**config.mk**
```make
export PLATFORM = sky130hd
export DESIGN_NAME = page_write_buffer
export DESIGN_NICKNAME = d
export VERILOG_FILES = /design/src/rtl/pwb_pkg.sv /design/src/rtl/page_slot_latch.sv /design/src/rtl/page_commit_seq.sv /design/src/rtl/page_write_buffer.sv
export SDC_FILE = /design/constraint.sdc
export NUM_CORES = 1
export LEC_CHECK = 0
export ABC_AREA = 0
export BUFFER_PORTS_ARGS = -buffer_cell sky130_fd_sc_hd__buf_4
export CAP_MARGIN = 25
export CELL_PAD_IN_SITES_DETAIL_PLACEMENT = 1
export CELL_PAD_IN_SITES_GLOBAL_PLACEMENT = 1
export CORE_MARGIN = 4
export CORE_UTILIZATION = 49
export CTS_BUF_LIST = sky130_fd_sc_hd__clkbuf_4
export CTS_CLUSTER_SIZE = 25
export DETAILED_ROUTE_END_ITERATION = 8
export GPL_TIMING_DRIVEN = 0
export PLACE_DENSITY_LB_ADDON = 0.15
export RECOVER_POWER = 100
export SYNTH_ARGS = -nofsm -noshare
export SYNTH_HDL_FRONTEND = slang
export SYNTH_SLANG_ARGS = --single-unit
export TNS_END_PERCENT = 10
```
**constraint.sdc**
```tcl
create_clock -name clk -period 4.2 [get_ports clk]
set_clock_uncertainty 0.05 [all_clocks]
set_input_delay 0.84 -clock clk [delete_from_list [all_inputs] [get_ports clk]]
set_output_delay 0.84 -clock clk [all_outputs]
set_load 0.05 [all_outputs]
```
**src/rtl/pwb_pkg.sv**
```systemverilog
package pwb_pkg;
  typedef enum logic {
    SEQ_IDLE = 1'b0,
    SEQ_PROG = 1'b1
  } seq_state_e;
endpackage

```
**src/rtl/page_slot_latch.sv**
```systemverilog
module page_slot_latch #(
  parameter int ADDR_W     = 9,
  parameter int DATA_W     = 8,
  parameter int PAGE_BYTES = 4,
  localparam int IDX_W     = $clog2(PAGE_BYTES)
) (
  input  logic                                 clk,
  input  logic                                 rst_n,
  input  logic                                 clr,
  input  logic                                 addr_load,
  input  logic [ADDR_W-1:0]                    addr_in,
  input  logic                                 take,
  input  logic [DATA_W-1:0]                    data_in,
  output logic [ADDR_W-IDX_W-1:0]              base_o,
  output logic [PAGE_BYTES-1:0]                mask_o,
  output logic [PAGE_BYTES-1:0][DATA_W-1:0]    slots_o
);
  logic [IDX_W-1:0] idx_q;

  // running slot index and page base
  always_ff @(posedge clk or negedge rst_n) begin
    if (!rst_n) begin
      idx_q  <= '0;
      base_o <= '0;
    end else if (addr_load) begin
      idx_q  <= addr_in[IDX_W-1:0];
      base_o <= addr_in[ADDR_W-1:IDX_W];
    end else if (clr) begin
      idx_q  <= '0;
    end else if (take) begin
      idx_q  <= idx_q + 1'b1;
    end
  end

  // one data register and one valid bit per slot
  for (genvar s = 0; s < PAGE_BYTES; s++) begin : g_slot
    always_ff @(posedge clk or negedge rst_n) begin
      if (!rst_n) begin
        slots_o[s] <= '0;
        mask_o[s]  <= 1'b0;
      end else if (clr) begin
        mask_o[s]  <= 1'b0;
      end else if (take && idx_q == IDX_W'(s)) begin
        slots_o[s] <= data_in;
        mask_o[s]  <= 1'b1;
      end
    end
  end
endmodule

```
**src/rtl/page_commit_seq.sv**
```systemverilog
module page_commit_seq
  import pwb_pkg::*;
#(
  parameter int PAGE_BYTES = 4,
  localparam int IDX_W     = $clog2(PAGE_BYTES)
) (
  input  logic                  clk,
  input  logic                  rst_n,
  input  logic                  go,
  input  logic [PAGE_BYTES-1:0] mask_in,
  output logic                  busy,
  output logic                  we,
  output logic [IDX_W-1:0]      pick,
  output logic                  done
);
  seq_state_e            state_q;
  logic [PAGE_BYTES-1:0] pend_q;
  logic [PAGE_BYTES-1:0] pick_1h;
  logic [PAGE_BYTES-1:0] pend_nxt;

  // lowest pending slot wins
  always_comb begin
    pick = '0;
    for (int i = PAGE_BYTES - 1; i >= 0; i--) begin
      if (pend_q[i]) pick = IDX_W'(i);
    end
  end

  assign pick_1h  = PAGE_BYTES'(1) << pick;
  assign pend_nxt = pend_q & ~pick_1h;
  assign busy     = (state_q == SEQ_PROG);
  assign we       = busy && (pend_q != '0);

  always_ff @(posedge clk or negedge rst_n) begin
    if (!rst_n) begin
      state_q <= SEQ_IDLE;
      pend_q  <= '0;
      done    <= 1'b0;
    end else begin
      done <= 1'b0;
      case (state_q)
        SEQ_IDLE: if (go) begin
          pend_q  <= mask_in;
          state_q <= SEQ_PROG;
        end
        SEQ_PROG: begin
          pend_q <= pend_nxt;
          if (pend_nxt == '0) begin
            state_q <= SEQ_IDLE;
            done    <= 1'b1;
          end
        end
        default: state_q <= SEQ_IDLE;
      endcase
    end
  end
endmodule

```
**src/rtl/page_write_buffer.sv**
```systemverilog
module page_write_buffer #(
  parameter int ADDR_W     = 9,
  parameter int DATA_W     = 8,
  parameter int PAGE_BYTES = 4,
  localparam int IDX_W     = $clog2(PAGE_BYTES)
) (
  input  logic              clk,
  input  logic              rst_n,
  input  logic              cs_fall,
  input  logic              addr_load,
  input  logic [ADDR_W-1:0] addr_in,
  input  logic              in_valid,
  output logic              in_ready,
  input  logic [DATA_W-1:0] in_data,
  input  logic              cs_rise,
  input  logic              rise_aligned,
  input  logic              write_permit,
  output logic              mem_we,
  output logic [ADDR_W-1:0] mem_addr,
  output logic [DATA_W-1:0] mem_wdata,
  output logic              prog_done,
  output logic              prog_busy
);
  logic [ADDR_W-IDX_W-1:0]              base;
  logic [PAGE_BYTES-1:0]                mask;
  logic [PAGE_BYTES-1:0][DATA_W-1:0]    slots;
  logic [IDX_W-1:0]                     pick;
  logic                                 busy;
  logic                                 go;
  logic                                 clr;

  // strobes are honoured only while idle
  assign in_ready = !busy;
  assign clr      = (cs_fall || cs_rise) && !busy;
  assign go       = cs_rise && rise_aligned && write_permit && !busy && (mask != '0);

  page_slot_latch #(
    .ADDR_W(ADDR_W), .DATA_W(DATA_W), .PAGE_BYTES(PAGE_BYTES)
  ) u_latch (
    .clk      (clk),
    .rst_n    (rst_n),
    .clr      (clr),
    .addr_load(addr_load && !busy),
    .addr_in  (addr_in),
    .take     (in_valid && in_ready),
    .data_in  (in_data),
    .base_o   (base),
    .mask_o   (mask),
    .slots_o  (slots)
  );

  page_commit_seq #(
    .PAGE_BYTES(PAGE_BYTES)
  ) u_seq (
    .clk    (clk),
    .rst_n  (rst_n),
    .go     (go),
    .mask_in(mask),
    .busy   (busy),
    .we     (mem_we),
    .pick   (pick),
    .done   (prog_done)
  );

  assign prog_busy = busy;
  assign mem_addr  = {base, pick};
  assign mem_wdata = slots[pick];
endmodule

```
[Word level (Yosys, flattened, before mapping)]
Index checks and enable logic that the tools add are counted.
Cells by class
  shift operators: 1
  add/sub/neg operators: 1
  bitwise gates (word level): 4
  eq/ne operators: 4
  reduce and logical (&&, ||, !) cells: 27
  muxes and demuxes: 24
  $lt $le $gt $ge: 1
Operators by type and width (number)
  8-bit binary-select mux with 2-bit select: 1
  2-bit two-way mux: 7
  1-bit logical AND: 12
  1-bit two-way mux: 12
  8-bit two-way mux: 1
  4-bit one-hot mux with 2 select lines: 1
  2-bit AND reduction: 4
  2-bit nonzero test: 4
  4-bit nonzero test: 2
  4-bit AND: 1
  2-bit == test, second input constant: 2
  4-bit zero test: 1
  4-bit two-way mux: 1
  4-bit NOT: 1
  1-bit by 2-bit << shifter with 4-bit output, first input constant: 1
  2-bit by 3-bit < comparator with 1-bit output, second input constant: 1
  3-bit nonzero test: 1
  2-bit by 1-bit adder with 2-bit output, second input constant: 1
  2-bit by 1-bit == test with 1-bit output, second input constant: 1
  2-bit zero test: 1
  2-bit inequality test, second input constant: 1
  1-bit NOT: 2
  1-bit one-hot mux with 2 select lines: 1
  1-bit zero test: 1
  1-bit logical OR: 1
Word-level totals
  input bits: 25
  flip-flop bits (word level): 51
  output and inout port bits: 21

[Longest topological paths before layout]
Gate-level depths: netlist of the first run.
  depth in word-level cells: 10
  depth in mapped cells: 5
  depth with buffers taken out: 4

[By module]
A second synthesis of the first run with hierarchy kept.
Second synthesis, totals
  cells, all modules: 160
  area total of the unflattened synthesis: 2368.5 sq um
Modules (own cells, without submodules)
  page_slot_latch: instances 1, area each 1814.2 sq um, cells each 111
  page_commit_seq: instances 1, area each 315.3 sq um, cells each 31
  page_write_buffer: instances 1, area each 239.0 sq um, cells each 18

[Least setup slack after synthesis of the first run]
OpenSTA, ideal clock, no wires.
  kind: register to output
  start: register u_seq.state_q, in the netlist u_seq.busy
  end: output port mem_we
  data arrival time: 2026 ps
  buffers on the path: 1
  data required time: 3310 ps
  slack: 1284 ps
  stages on the path, launching flop included: 4
  cell sequence: dfrtp_1 -> buf_2 -> inv_1 -> a21oi_1
Between the ends
  word-level cells in the longest chain between the ends: 1
RTL lines
  from (decl): RTL line page_commit_seq.sv:16  | seq_state_e state_q;
  from (signal assigned): RTL line page_commit_seq.sv:36  | state_q <= SEQ_IDLE;
  from (signal assigned): RTL line page_commit_seq.sv:44  | state_q <= SEQ_PROG;
  from (signal assigned): RTL line page_commit_seq.sv:49  | state_q <= SEQ_IDLE;
  1-bit logical AND: RTL line page_commit_seq.sv:32  | assign we = busy && (pend_q != '0);
  to (decl): RTL line page_write_buffer.sv:18  | output logic mem_we,
Every way passes these cells.

[Final worst setup path of the first run]
  start: register u_seq.pend_q[3]
  end: output port mem_wdata[2]
Between the ends
  word-level cells in the longest chain between the ends: 6
RTL lines
  from (decl): RTL line page_commit_seq.sv:17  | logic [PAGE_BYTES-1:0] pend_q;
  from (signal assigned): RTL line page_commit_seq.sv:43  | pend_q <= mask_in;
  from (signal assigned): RTL line page_commit_seq.sv:47  | pend_q <= pend_nxt;
  2-bit two-way mux (4 in a row): RTL line page_commit_seq.sv:25  | if (pend_q[i]) pick = IDX_W'(i);
  8-bit binary-select mux with 2-bit select: RTL line page_write_buffer.sv:67  | assign mem_wdata = slots[pick];
  8-bit two-way mux (not written as such): RTL line page_write_buffer.sv:67
  to (decl): RTL line page_write_buffer.sv:20  | output logic [DATA_W-1:0] mem_wdata,
Every way passes these cells. The select of a mux whose other input is x is not followed.

==> results.md, run 1 <==
Setup path:
- The worst setup path is of the reg2out kind.
- STA classifies the critical path endpoint as an output port.
- Along the worst path, the maximum fanout reaches 9.
- The number of cells on the worst reg-to-reg path is 3.
- At the worst endpoint, the required time is around 3.3 ns.
- The arrival time reported for the critical path endpoint is 2.24 ns.
- The reg-to-reg setup timing slack is 2.06 ns.
- The startpoint class of the critical path is a flop.
- In this run the critical register-to-register path is captured at u_latch.slots_o[7].
- The reg-to-reg startpoint is u_seq.busy.

CTS:
- At the later pin of the worst-skew pair, clock insertion delay measures 0.36 ns.
- The CTS buffer count is 5.
- The CTS tree is done.
- The CTS root buffer is sky130_fd_sc_hd__clkbuf_4.
- Clock-pin slew was measured on the worst setup and hold paths at 0.14 ns.
- CTS saw 51 sinks.
- The number of hold buffers added after CTS was 0.
- The number of H-tree branching levels is 2.
- The maximum count of clock buffers along a single path is 2.
- The post-cts repair resize count is 0.
- The setup fix buffers added after clock tree synthesis is 0.

Pwr:
- The share of total power dissipated in sequential elements is 0.462.
- The share of total power dissipated in the clock network is 0.196.
- Of the total power, the share spent switching nets is 0.373.
- The switching component of the power is between 0.0005 and 0.0006 W.
- Summed over all cells, the static leakage comes to 1.24 nW.
- In this run the power density over the cells is 519 nW/um2.
- Of the total power, combinational logic draws 0.342.
- The worst vdd rail ir drop is 0.370 mV.
- Internal power comes to 0.000877 W.

Synthesis:
- The average size of a mapped cell is 12.6 um2.
- The register bit count reported by yosys is 51.
- The unique cell type count in the Yosys netlist is 29.
- For this run, the register share of the synthesized area comes to 0.548.
- The synthesized net count is 214.
- In this run the cell area of the synthesized design comes to 2330 um2.
- The total number of yosys warnings is 0.
- Counting every instance in the synthesized netlist gives 185.

Drt:
- The initial DRC count is roughly 120.
- The average wire length per cell after detail routing is between 15 and 20 um.
- The residual antenna-violating net count after detailed routing is 0.
- In the routed design, unresolved DRC markers number 0.
- The average vias per placed instance is around 5.9.
- Before antenna repair, the detailed router went through 4 iterations.
- The overall via count from detail_route is 1,700.
- After detailed routing, the total wire length is 5780 um.

Cells and area:
- The total inserted antenna cells is 0.
- In the layout the commonest cells are sky130_fd_sc_hd__dfrtp_1, sky130_fd_sc_hd__mux2_2, sky130_fd_sc_hd__clkbuf_1.
- At the end of the flow the core is filled with cells to 0.603.
- The register cell area after layout is 1280 um2.
- The final layout contains 266 nets.
- In the final layout, the share of cells above drive strength 1 is 0.282.
- The area occupied by multi-input gates is 956 um2.
- Counting the fill cells in the layout gives 480.
- Leaving out fill and tap cells, the most frequent cell in the layout is sky130_fd_sc_hd__dfrtp_1.
- The layout overhead on the synthesized area is 15.7%.

Run:
- Across the run, the number of max-cap violations was 1.

Place:
- The wire-length estimate of the detail-placed layout is 4180 um.
- The weighted congestion at the end of routability-driven global placement is 0.759.
- During placement, the flow inserted port buffers numbering 45.

Timing:
- Setup repair after global routing left no endpoint under its margin.
- The final clock period utilization by the worst path is 0.746.
- Adding up every negative setup slack in the final design gives 0 ns.
- The relative slew slack is -0.796.
- The number of pins with negative max-slew slack in the final report is 52.
- For the pin with the worst max-slew slack, the measured transition is 2.69 ns.
- Timing would allow up to around 0.32 GHz.
- The hold violation total from the final report is 0.
- The total setup violations reported at the end of the flow is 0.
- Counting I/O delays and the setup requirement, the final critical path takes 3.13 ns.

Floorplan:
- The die covers 5920 um2.
- The height of the die is 77.0 um.
- In this run the core area contains 24 standard-cell rows.
- The placeable core region is around 4500 um2.
- During I/O placement, the number of pins put on the boundary was 46.
- The die width is ~77 um.
- The starting utilization of the core area is 0.521.

Worst hold path:
- The endpoint with the worst hold slack is u_latch.slots_o[12].
- The startpoint of the tightest hold check path is u_latch.slots_o[12].
- Counting instances, the worst hold path has a depth of 1.
- The min-delay analysis places its worst path in the category reg2reg.

Global routing:
- The total overflow left after global routing is 0.
- Entering global routing, the biggest net connects between 50 and 60 pins.
- The via count of the first global-routing pass came to 1,902.
- The initial antenna violation count was 0.
- The first global-routing pass estimated 9920 um of wire.
- For this run, the total global-route usage over all layers was measured as 0.216.

Outcome:
- The checks that failed: capacitance limit, slew limit.
- The run finished, with violations left.
power by group through the flow:
stage	clock network [W]	registers [W]	logic, W
finish	0.000274	0.000647	0.000478
global placement	0	0.000644	0.000505
global route	0.000311	0.000660	0.000515
CTS	0.000283	0.000647	0.000524
floorplan	0	0.000664	0.000360
detailed placement	0	0.000657	0.000523
kinds of logic after synthesis:
group,synth area share
fa+ha+maj,0.0215
compound gates,0.132
flops,0.548
simple gates,0.0746
mux,0.193
buf+inv,0.0317
registers in the layout, indices dropped and copies added, names as in the netlist:
register,flops
u_seq.done,1
u_latch.base_o,7
u_latch.slots_o,32
u_latch.mask_o,4
u_seq.busy,1
u_latch.idx_q,2
u_seq.pend_q,4
routing by layer:
layer  global-route usage  wire length (um)
met4               0.0587                36
met1                0.263              2370
met2                0.382              3120
met3               0.0527               249
met5                    0                 0
final cells by class:
cell class / instances / share of cell area
flip-flops and latches: 51 / 0.473
plain buffers: 8 / 0.0111
clock buffers: 5 / 0.0139
well taps: 52 / 0.0241
multi-input cells: 115 / 0.355
clock inverters: 3 / 0.0144
repair buffers: 45 / 0.0933
inverters: 11 / 0.0153
cell usage after synthesis, drive strengths merged:
library cell	n	area, um2
a221o	8	80.1
nor2b	3	18.8
nor3	3	15.0
o41ai	1	8.76
and4b	1	10.0
nor4	1	6.26
nor4b	1	23.8
o21ai	1	5.00
mux2i	1	10.0
a211oi	1	7.51
a22o	8	70.1
nor2	11	41.3
or3	1	6.26
a21oi	14	70.1
buf	2	10.0
nand2	8	40.0
nand2b	1	6.26
ha	4	50.1
inv	11	41.3
or2	1	6.26
clkbuf	6	22.5
mux2	39	439
a32o	4	40.0
a32oi	1	8.76
o31ai	1	7.51
a21bo	1	10.0
dfrtp	51	1280
metrics by stage:
stage          cells  cell area [um2]  hold slack (ns)  power, W  setup slack (ns)
5_1_grt          290             2700            0.491   0.00148             0.797
4_1_cts          290             2810            0.431   0.00145              1.32
6_report         290             2700            0.476   0.00140              1.07
3_3_place_gp     282             2730            0.425   0.00115              1.79
3_5_place_dp     282             2730            0.442   0.00118              1.76
2_1_floorplan    185             2330            0.414   0.00102              1.28
worst max-delay path, stage by stage, from the launching register on:
cell                       delay, ns
sky130_fd_sc_hd__dfrtp_1        0.44
sky130_fd_sc_hd__nor2b_1        0.15
sky130_fd_sc_hd__clkbuf_1       0.42
sky130_fd_sc_hd__a221o_1        0.26
sky130_fd_sc_hd__a22o_1         0.13
sky130_fd_sc_hd__clkbuf_1       0.48
worst max path at each step:
| stage | start | endpoint | slack (ns) | cells after the start |
|---|---|---|---|---|
| 2_1_floorplan | u_seq.busy | mem_we | 1.28 | 3 |
| 3_3_place_gp | u_seq.pend_q[3] | mem_wdata[1] | 1.79 | 5 |
| 3_5_place_dp | u_seq.pend_q[3] | mem_wdata[2] | 1.76 | 5 |
| 4_1_cts | u_seq.pend_q[3] | mem_wdata[2] | 1.32 | 5 |
| 5_1_grt | rst_n | u_latch.slots_o[8] | 0.80 | 1 |
| 6_report | u_seq.pend_q[3] | mem_wdata[2] | 1.07 | 5 |
(Power assumes the default switching activity.)
==> inputs of run 2 (changes only) <==
--- a/config.mk
+++ b/config.mk
@@ -5,13 +5,13 @@
 export SDC_FILE = /design/constraint.sdc
 export NUM_CORES = 1
 export LEC_CHECK = 0
-export ABC_AREA = 0
+export ABC_AREA = 1
 export BUFFER_PORTS_ARGS = -buffer_cell sky130_fd_sc_hd__buf_4
 export CAP_MARGIN = 25
 export CELL_PAD_IN_SITES_DETAIL_PLACEMENT = 1
 export CELL_PAD_IN_SITES_GLOBAL_PLACEMENT = 1
 export CORE_MARGIN = 4
-export CORE_UTILIZATION = 49
+export CORE_UTILIZATION = 38
 export CTS_BUF_LIST = sky130_fd_sc_hd__clkbuf_4
 export CTS_CLUSTER_SIZE = 25
 export DETAILED_ROUTE_END_ITERATION = 8
==> constraint.sdc (replaced) <==
create_clock -name clk -period 2.7 [get_ports clk]
set_clock_uncertainty 0.05 [all_clocks]
set_input_delay 0.54 -clock clk [delete_from_list [all_inputs] [get_ports clk]]
set_output_delay 0.54 -clock clk [all_outputs]
set_load 0.05 [all_outputs]
==> results.md, run 2 <==
Timing:
- The number of pins with negative max-slew slack in the final report came to 0.
- On the final layout, the worst hold slack is 0.325 ns.
- The worst pin sits at a relative slew slack of 0.126.
- Setup repair after global routing left no endpoint under its margin.
- For the finished layout, the period the worst path requires is 2.49 ns.
- Setup violations remaining at the end of the flow were counted as 0.
- The post-route setup TNS is 0 ns.
- Dividing the final minimum period by the clock period gives 0.921.
- The maximum operating frequency is 0.402 GHz.
- The worst-margin pin slew is 1.31 ns.
- The hold violation total from the final report is 0.

CTS:
- No sink is reached through more buffers than the 2 on the longest clock path.
- After clock tree synthesis, the clock-pin slew on the worst setup and hold paths is 0.13 ns.
- The CTS tree is done.
- The CTS buffer count is 5.
- Clock latency on the worst-skew pair, taken at its later pin, is ~0.35 ns.
- The number of sinks driven by the clock tree is slightly above 50.
- Clock tree synthesis selected as its root buffer the cell sky130_fd_sc_hd__clkbuf_4.
- The H-tree generated during clock tree synthesis spans 2 levels.
- The setup fix buffers added after clock tree synthesis is 0.

Setup path:
- In this run the critical register-to-register path is launched from u_seq.busy.
- The startpoint class of the critical path is a flop.
- Data on the critical path arrives at its endpoint at roughly 1.9 ns.
- The maximum fanout encountered on the critical timing path is 9.
- The category of the most critical setup path is reg2out.
- The category of the worst setup path capture point is an output port.
- The data required time of the critical path is 2.11 ns.
- The most critical setup path has its startpoint at u_seq.pend_q[3].

Floorplan:
- The die width is 91.4 um.
- The initial utilization of the core area, before any placement, comes to 0.391.
- Pin placement for this block handled 46 I/O pins.
- The floorplan step set the die height to 91.4 um.
- The total die area is 8350 um2.
- The cell row count is 30.
- The core region is around 6800 um2.

Drt:
- The initial DRC count is 90.
- After detailed routing, the met2 layer carries 3130 um of wire.
- The highest routed metal layer is met4.
- The pre-antenna-repair detailed-routing pass consisted of 4 iterations.
- The final layout contains routed wiring with a total length of 6370 um.
- Using the TritonRoute via totals, the vias-per-cell ratio works out to 4.79.
- The residual antenna-violating net count after detailed routing is 0.
- The average wire length per cell after detail routing is 13.9 um.
- The number of design rule violations left after detail routing is 0.
- For this block, wires on met1 add up to just over 3000 um.
- The met3 wire length is 162 um.
- The routed layout has around 2,200 vias.

Global routing:
- The total congestion overflow is 0.
- Entering global routing, the biggest net connects 52 pins.
- The initial antenna violation count is 0.
- The first global-routing pass estimated 11,100 um of wire.
- The global router's overall resource usage is 0.163.
- The via count of the first global-routing pass is between 2,000 and 2,500.

Synthesis:
- The share of the Yosys chip area taken by registers is 0.483.
- The most instantiated library cell after synthesis is sky130_fd_sc_hd__nand2_1.
- The leading register cell type out of synthesis is sky130_fd_sc_hd__dfrtp_1.
- The number of enable-type register cells in the synthesized netlist is 0.
- After synthesis the netlist holds a flip-flop and latch count of 51.
- The synthesized netlist contains 23 unique library cells.
- For this run, asynchronously set or reset flops after synthesis account for 1.00.
- In the post-synthesis netlist, the biggest area contributors are sky130_fd_sc_hd__dfrtp_1, sky130_fd_sc_hd__nand2_1, sky130_fd_sc_hd__nand3_1.
- Summing every instance area after synthesis gives 2640 um2.
- The average size of a mapped cell is 8.06 um2.
- Of all cell types, the one taking the most synthesized area is sky130_fd_sc_hd__dfrtp_1.
- The commonest cells after synthesis are sky130_fd_sc_hd__nand2_1, sky130_fd_sc_hd__dfrtp_1, sky130_fd_sc_hd__inv_1.
- Yosys printed 0 warnings.
- The fraction of post-synthesis cell area in the top cell type by area is 0.483.
- The synthesized net count is 357.
- The count of mapped cells out of synthesis is 328.

Cells and area:
- The number of flip-flops under the largest register name is 32.
- The area occupied by multi-input gates is 1030 um2.
- 0 antenna diodes ended up in the layout.
- At the end of the flow the core is filled with cells to 0.444.
- The largest registers in the layout are u_latch.slots_o (32), u_latch.base_o (7).
- The most common cell after layout, fill and taps aside is sky130_fd_sc_hd__nand2_1.
- The register cell area after layout is around 1300 um2.
- Of the cells placed in the final design, the portion with a size suffix greater than 1 is 0.166.
- With fillers left out, the area of the finished cells amounts to 3000 um2.
- The final-layout fill cell count is between 800 and 900.
- The final net count is a little over 400.
- More flip-flops sit in one register than any other, and that register is u_latch.slots_o.
- Relative to the synthesized area, the layout overhead comes to 13.5%.
- Leaving out fill and tap cells, the most frequent cells in the layout are sky130_fd_sc_hd__nand2_1, sky130_fd_sc_hd__dfrtp_1, sky130_fd_sc_hd__inv_1.

Pwr:
- The cell area power density is 967 nW/um2.
- Summed over all cells, the static leakage comes to around 1.6 nW.
- IR analysis of the VDD net gives a maximum drop of about 0.43 mV.
- Overall power consumption after layout is estimated at 0.00290 W.

Place:
- The post-detailed-placement half-perimeter wirelength is approximately 4800 um.
- Port buffering added 45 buffers.
- The instance area after placement is 3080 um2.
- At the end of routability-driven placement, the weighted congestion stood at 0.721.

Worst hold path:
- The startpoint of the tightest hold check path is addr_in[2].
- The worst hold-check path type is in2reg.

Run:
- Across the run, the number of max-cap violations was 0.

Outcome:
- The flow ran to the end, and the final reports show no timing, DRC or antenna violations.
-- run 2: cell count changes in the layout (fill, tap and decap cells not counted), moves of 8 or more --
cell,previous run,this run
sky130_fd_sc_hd__o21ai_2,0,10
sky130_fd_sc_hd__a221o_1,8,0
sky130_fd_sc_hd__a22o_1,8,0
sky130_fd_sc_hd__nand3_1,0,41
sky130_fd_sc_hd__clkbuf_1,31,13
sky130_fd_sc_hd__o21ai_0,1,22
sky130_fd_sc_hd__inv_1,11,47
sky130_fd_sc_hd__a21oi_1,14,4
sky130_fd_sc_hd__nand2_1,8,115
sky130_fd_sc_hd__mux2_2,37,0
-- run 2: path summary, 6_finish.rpt --
kind / end / slack (ns) / cells past startpoint
min in group asynchronous: u_latch.mask_o[3] / 0.40 / 1
hold / removal: u_latch.base_o[0] / 0.33 / 3
hold reg to reg: u_latch.base_o[0] / 0.44 / 2
setup / recovery: mem_wdata[0] / 0.21 / 7
max in group asynchronous: u_latch.slots_o[31] / 1.41 / 1
setup reg to reg: u_latch.slots_o[6] / 0.44 / 6
-- run 2: timing repair --
action | in CTS | in global routing
setup endpoints to repair | 0 | 3
hold buffers | 0 | 0
resized for setup | 0 | 4
-- run 2: final cells by class --
class	count	share of cell area
inverter	48	0.0601
tap	80	0.0334
timing repair buffer	45	0.0980
buffer	9	0.0129
clock buffer	6	0.0150
sequential	51	0.426
clock inverter	1	0.0100
multi-input combinational	220	0.345
-- run 2: logic make-up after synthesis --
group / synth area share
flip-flops: 0.483
adder cells (fa/ha/maj): 0.0189
AND/OR/NAND/NOR: 0.299
AO/OA/AOI/OAI: 0.103
buffers and inverters: 0.0961
-- run 2: per-layer routing --
layer  vias up  global-route usage
met1      1050               0.216
met2        28               0.285
met3         5              0.0215
met5         -                   0
met4         0              0.0339
li1       1121                   -
-- run 2: critical path, cell delays in order, from the launching register on --
cell	delay [ns]
sky130_fd_sc_hd__dfrtp_1	0.49
sky130_fd_sc_hd__inv_1	0.11
sky130_fd_sc_hd__nor2_2	0.38
sky130_fd_sc_hd__nand3_1	0.12
sky130_fd_sc_hd__nand2_1	0.09
sky130_fd_sc_hd__inv_1	0.04
sky130_fd_sc_hd__nand2_1	0.05
sky130_fd_sc_hd__buf_2	0.25
-- run 2: where the power goes --
part	internal, W	switching [W]	total, W
registers	0.000952	0.000118	0.00107
logic	0.000404	0.000996	0.00140
clock network	0.000201	0.000231	0.000432
total	0.00156	0.00134	0.00290
-- run 2: metrics by stage --
stage | std cells | worst slack (ns)
after global placement | 453 | 0.559
after floorplan | 328 | 0.135
final | 460 | 0.212
after CTS | 460 | 0.125
after global routing | 460 | 0.0216
after detailed placement | 453 | 0.547
